--- src/rtl/irqcap_pkg.sv ---
package irqcap_pkg;

  typedef enum logic {
    SENSE_EDGE  = 1'b0,
    SENSE_LEVEL = 1'b1
  } sense_e;

  localparam int unsigned SYNC_DEPTH_DEFAULT = 2;

endpackage

--- src/rtl/irqcap_sync.sv ---
module irqcap_sync #(
  parameter int unsigned WIDTH  = 32,
  parameter int unsigned STAGES = 2
) (
  input  logic             clk,
  input  logic             rst_n,
  input  logic [WIDTH-1:0] d,
  output logic [WIDTH-1:0] q
);

  logic [WIDTH-1:0] chain [STAGES];

  for (genvar s = 0; s < STAGES; s++) begin : g_stage
    if (s == 0) begin : g_first
      always_ff @(posedge clk or negedge rst_n) begin
        if (!rst_n) chain[s] <= '0;
        else        chain[s] <= d;
      end
    end else begin : g_next
      always_ff @(posedge clk or negedge rst_n) begin
        if (!rst_n) chain[s] <= '0;
        else        chain[s] <= chain[s-1];
      end
    end
  end

  assign q = chain[STAGES-1];

endmodule

--- src/rtl/irqcap_lowest.sv ---
module irqcap_lowest #(
  parameter int unsigned WIDTH = 32
) (
  input  logic [WIDTH-1:0] vec,
  output logic [WIDTH-1:0] onehot
);

  // Bits below the current position that are already set.
  logic [WIDTH-1:0] seen_below;

  for (genvar b = 0; b < WIDTH; b++) begin : g_bit
    if (b == 0) begin : g_lsb
      assign seen_below[b] = 1'b0;
    end else begin : g_upper
      assign seen_below[b] = seen_below[b-1] | vec[b-1];
    end
    assign onehot[b] = vec[b] & ~seen_below[b];
  end

endmodule

--- src/rtl/irqcap_cell.sv ---
module irqcap_cell
  import irqcap_pkg::*;
(
  input  logic   clk,
  input  logic   rst_n,
  input  sense_e mode,
  input  logic   lvl,       // synchronized input level
  input  logic   prev,      // level one cycle earlier
  input  logic   clr_en,
  input  logic   clr_keep,  // mask bit of a clear-write
  input  logic   sw_set,
  input  logic   ack_hit,
  output logic   pend_o,
  output logic   rise_o
);

  logic is_level;
  logic edge_rise;
  logic lvl_fall;
  logic set_cond;
  logic clr_cond;
  logic pend_q;
  logic pend_d;

  assign is_level  = (mode == SENSE_LEVEL);
  assign edge_rise = ~is_level & lvl & ~prev;
  assign lvl_fall  = is_level & ~lvl & prev;

  assign set_cond = (is_level ? lvl : edge_rise) | sw_set;

  // Software clears are refused for a level line that is still driven.
  assign clr_cond = (clr_en & ~clr_keep & ~(is_level & lvl))
                  | (ack_hit & ~is_level)
                  | lvl_fall;

  // A set in the same cycle wins over any clear.
  assign pend_d = (pend_q & ~clr_cond) | set_cond;

  always_ff @(posedge clk or negedge rst_n) begin
    if (!rst_n) pend_q <= 1'b0;
    else        pend_q <= pend_d;
  end

  assign pend_o = pend_q;
  assign rise_o = pend_d & ~pend_q;

endmodule

--- src/rtl/irq_capture_latch.sv ---
module irq_capture_latch
  import irqcap_pkg::*;
#(
  parameter int unsigned NUM_LINES   = 32,
  parameter bit          LEVEL_ONLY  = 1'b0,
  parameter int unsigned SYNC_STAGES = SYNC_DEPTH_DEFAULT,
  localparam int unsigned LINE_W     = (NUM_LINES > 1) ? $clog2(NUM_LINES) : 1
) (
  input  logic                 clk,
  input  logic                 rst_n,
  input  logic [NUM_LINES-1:0] irq_in,
  input  logic                 sense_we,
  input  logic [NUM_LINES-1:0] sense_wdata,
  input  logic                 clr_we,
  input  logic [NUM_LINES-1:0] clr_wdata,
  input  logic                 set_we,
  input  logic [NUM_LINES-1:0] set_wdata,
  input  logic                 ack_valid,
  input  logic [LINE_W-1:0]    ack_line,
  output logic [NUM_LINES-1:0] pending,
  output logic                 new_pend
);

  logic [NUM_LINES-1:0] in_sync;
  logic [NUM_LINES-1:0] in_prev;
  logic [NUM_LINES-1:0] sense_q;
  logic [NUM_LINES-1:0] set_pick;
  logic [NUM_LINES-1:0] rise_vec;

  irqcap_sync #(
    .WIDTH  (NUM_LINES),
    .STAGES (SYNC_STAGES)
  ) sync_i (
    .clk   (clk),
    .rst_n (rst_n),
    .d     (irq_in),
    .q     (in_sync)
  );

  always_ff @(posedge clk or negedge rst_n) begin
    if (!rst_n) in_prev <= '0;
    else        in_prev <= in_sync;
  end

  if (LEVEL_ONLY) begin : g_sense_fixed
    assign sense_q = '1;
    logic unused_sense;
    assign unused_sense = sense_we ^ (^sense_wdata);
  end else begin : g_sense_reg
    always_ff @(posedge clk or negedge rst_n) begin
      if (!rst_n)        sense_q <= '0;
      else if (sense_we) sense_q <= sense_wdata;
    end
  end

  irqcap_lowest #(
    .WIDTH (NUM_LINES)
  ) lowest_i (
    .vec    (set_wdata),
    .onehot (set_pick)
  );

  for (genvar i = 0; i < NUM_LINES; i++) begin : g_line
    irqcap_cell cell_i (
      .clk      (clk),
      .rst_n    (rst_n),
      .mode     (sense_e'(sense_q[i])),
      .lvl      (in_sync[i]),
      .prev     (in_prev[i]),
      .clr_en   (clr_we),
      .clr_keep (clr_wdata[i]),
      .sw_set   (set_we & set_pick[i]),
      .ack_hit  (ack_valid && (ack_line == LINE_W'(i))),
      .pend_o   (pending[i]),
      .rise_o   (rise_vec[i])
    );
  end

  always_ff @(posedge clk or negedge rst_n) begin
    if (!rst_n) new_pend <= 1'b0;
    else        new_pend <= |rise_vec;
  end

endmodule

--- config.mk ---
export PLATFORM = sky130hd
export DESIGN_NAME = irq_capture_latch
export DESIGN_NICKNAME = d
export VERILOG_FILES = /design/src/rtl/irqcap_pkg.sv /design/src/rtl/irqcap_sync.sv /design/src/rtl/irqcap_lowest.sv /design/src/rtl/irqcap_cell.sv /design/src/rtl/irq_capture_latch.sv
export SDC_FILE = /design/constraint.sdc
export NUM_CORES = 1
export LEC_CHECK = 0
export ABC_CLOCK_PERIOD_IN_PS = 2810
export BUFFER_PORTS_ARGS = -buffer_cell sky130_fd_sc_hd__buf_2
export CORE_MARGIN = 2
export CORE_UTILIZATION = 32
export CTS_BUF_LIST = sky130_fd_sc_hd__clkbuf_2 sky130_fd_sc_hd__clkbuf_4 sky130_fd_sc_hd__clkbuf_8
export CTS_CLUSTER_SIZE = 40
export DETAILED_ROUTE_END_ITERATION = 10
export GPL_TIMING_DRIVEN = 0
export HOLD_SLACK_MARGIN = 0.12
export PLACE_DENSITY = 0.54
export SKIP_LAST_GASP = 1
export SYNTH_ARGS = -nofsm -noshare
export SYNTH_HDL_FRONTEND = slang
export SYNTH_SLANG_ARGS = --single-unit
--- constraint.sdc ---
create_clock -name clk -period 2.81 [get_ports clk]
set_clock_uncertainty 0.2 [all_clocks]
set_input_delay 0.562 -clock clk [delete_from_list [all_inputs] [get_ports clk]]
set_output_delay 0.562 -clock clk [all_outputs]
set_load 0.01 [all_outputs]
==> summary.txt <==
Status
  • Outcome: finished clean

Logic synthesis
  • Syn_area_per_cell: roughly 11 um^2
  • Area contributors post-synth: dfrtp_1 (61%), mux2_2 (5.4%), buf_4 (3.6%)
  • Sequential fraction of the synthesis area: 60.9%
  • Yosys reg bits: between 150 and 200
  • Post-synth EDFFs: 0
  • Ys async rst share: 100%
  • Syn Inst Count: slightly below 600
  • Distinct cells, synth: 45
  • Commonest cells post-synth: dfrtp_1 (161), o21ai_0 (45), nand2_1 (44)
  • Post-synth net total: ~720
  • Share of the synthesized area in the top cell type: between 60% and 70%
  • YS warnings: 0
  • Most frequent cell after synthesis: dfrtp_1
  • Yosys top cell by area: dfrtp_1
  • Main synth FF type: dfrtp_1
  • Synthesized cell area: between 6000 and 7000 um^2

Clock network
  • Max Buffers Root-to-Sink: 2
  • Clk slew on worst S/H paths: roughly 0.09 ns
  • Clk Latency, worst-skew pair: around 0.45 ns
  • CTS Buf Count: 17
  • CTS tree: built
  • CTS sink count: between 150 and 200
  • H-Tree Depth: 4
  • Root Buffer: clkbuf_8

Worst setup path
  • CP arrival: roughly 2.8 ns
  • CP required: 2.94 ns
  • Setup Crit Path Kind: register to register
  • CP cell instances: nand2b_1, a32oi_1, o221ai_1, or3_1, or4_1, a2111oi_2, nand3_1
  • Startpoint types: register
  • Launch point of the worst reg-to-reg path: sense_q[1]
  • CP endpoint kind: register
  • Crit. Startpoint: sense_q[1]
  • CP max stage cell: or4_1
  • Buf+Inv Stages, Crit Path: 0
  • CP peak stage delay: between 0.4 and 0.5 ns
  • CP max FO: 4
  • CP delay by family, top: simple AND/OR/NAND/NOR gates

STA
  • Setup Viol. Count Final: 0
  • Hold Vio Cnt, Final: 0
  • Worst slew pin tran: 0.856 ns
  • Min Tclk post-route: 2.64 ns
  • Worst relative slew slack: about 43%
  • Slew Limit Fails: 0
  • Fmax: about 0.38 GHz
  • RSZ-0062 raised after global routing: no
  • Period utilization: about 94%

Hold path
  • Hold path startpoint: sense_wdata[29]
  • Class of the most critical hold timing path: primary input to register

Finish
  • Share of cells above drive strength 1: approximately a third
  • Final Core Density: approximately 43%
  • Post-route cell area: 8750 um^2
  • Nets: 966
  • Filler instances: ~2000
  • P&R area growth vs syn: 32.2%

Global routing
  • Met1 Track Usage GR: a little over a quarter
  • Met2 usage in global routing: a little under 30%
  • GR peak layer: met2
  • Met3 Track Usage GR: approximately 4.8%
  • GRT Util Overall: about a fifth
  • First-pass GRT wire length: 30.8 mm
  • GRT overflow: 0
  • Initial antenna violation count: 4
  • Largest net degree at the start of global routing: a little under 90
  • Vias in the first global route: roughly 5300

Pwr
  • Leak: 3.87 nW
  • Pwr dens: 580 nW/um^2
  • Worst VDD drop: about 0.00029 V

Drt
  • Wire per inst: approximately 18 um
  • Via count: around 5300
  • DRT iter0 DRCs: slightly below 300
  • Routed Antenna Nets: 0
  • Initial DRT Pass Iterations: 4
  • Drt drc: 0
  • Vias/cell: roughly 4.8
  • Total Wirelength: ~20 mm

Flow run
  • Max cap viols: 0

Floorplanning
  • Initial Util: 32.6%
  • FP Rows: between 50 and 60
  • Core Box Area: roughly 20000 um^2
  • Die Y: around 150 um
  • Die ar.: approximately 22000 um^2
  • I/O pins: around 170
  • Die X: 148 um

Placed design
  • IO buf count: between 150 and 200
  • Hpwl dp: approximately 15 mm
  • Routability cong.: between 0.8 and 0.9
  • DP Area: ~7800 um^2
## registers in the layout, summed over array words and instances, names as in the netlist
register	count
g_line.cell_i.pend_o	32
in_prev	32
new_pend	1
sense_q	32
sync_i.chain	32
sync_i.q	32
## layout by cell type (no fill, tap or decap), types with 10 or more instances in the layout
master	Yosys	final
buf_4	32	32
o31ai_1	12	12
nand2_1	44	43
buf_2	0	169
nand3_1	18	18
mux2_2	32	32
clkbuf_8	0	17
o22ai_1	10	10
dfrtp_1	161	161
nand2b_1	22	22
inv_1	25	25
dlygate4sd3_1	0	52
nor2_1	20	20
nor3_1	25	24
o21ai_0	45	45
a21oi_1	30	30
a211oi_1	14	14
## final cells by class
class / instances / area [um^2] / share of cell area, %
clock inverters: 14 / 129 / 1.47
multi-input cells: 356 / 2230 / 25.4
clock buffers: 18 / 241 / 2.76
inverters: 25 / 93.8 / 1.07
plain buffers: 43 / 282 / 3.22
well taps: 270 / 338 / 3.86
flip-flops and latches: 161 / 4030 / 46.0
repair buffers: 223 / 1410 / 16.1
diodes: 2 / 5.00 / 0.0572
## repair_timing
action	CTS	global route
hold endpoints to repair	124	0
hold buffers	52	0
resized for setup	1	2
setup endpoints to repair	5	6
buffers inserted	0	0
## cells by family after synthesis
| family | count (synthesis) | share of synthesized area (%) |
|---|---|---|
| mux | 32 | 5.44 |
| compound gates | 147 | 13.9 |
| flops | 161 | 60.9 |
| simple gates | 177 | 14.1 |
| buf+inv | 68 | 5.67 |
## report_power, final
group,internal [mW],switching (mW),total [mW]
registers,2.49,0.154,2.65
logic,0.411,0.381,0.792
clock network,0.721,0.914,1.64
total,3.62,1.45,5.07
## through the flow
| step | hold WS (ns) | setup TNS [ns] | power, mW | worst slack (ns) | instances |
|---|---|---|---|---|---|
| after floorplan | 0.0664 | 0 | 3.04 | 0.166 | 585 |
| after global placement | 0.132 | -259.17 | 3.42 | -1.59 | 1025 |
| after detailed placement | 0.135 | -4.97 | 3.43 | -0.765 | 1026 |
| after CTS | 0.121 | 0 | 5.14 | 0.0816 | 1110 |
| after global routing | 0.121 | 0 | 5.33 | 0.0228 | 1111 |
| final | 0.148 | 0 | 5.07 | 0.167 | 1112 |
## final timing paths
check	endpoint	slack (ns)	depth (start not counted)
max	new_pend	0.17	7
min	sense_q[29]	0.15	2
max reg2reg	new_pend	0.17	7
min reg2reg	sync_i.q[17]	0.15	0
max in group asynchronous	sense_q[21]	1.12	3
min in group asynchronous	sync_i.chain[39]	0.45	2
## per-layer routing
layer	wire length, um	share of wire [%]
met1	9500	47
met2	9310	46
met3	1270	6.3
met4	182	0.90
met5	27	0.13
Note: power is estimated with default switching activity, not from simulation.
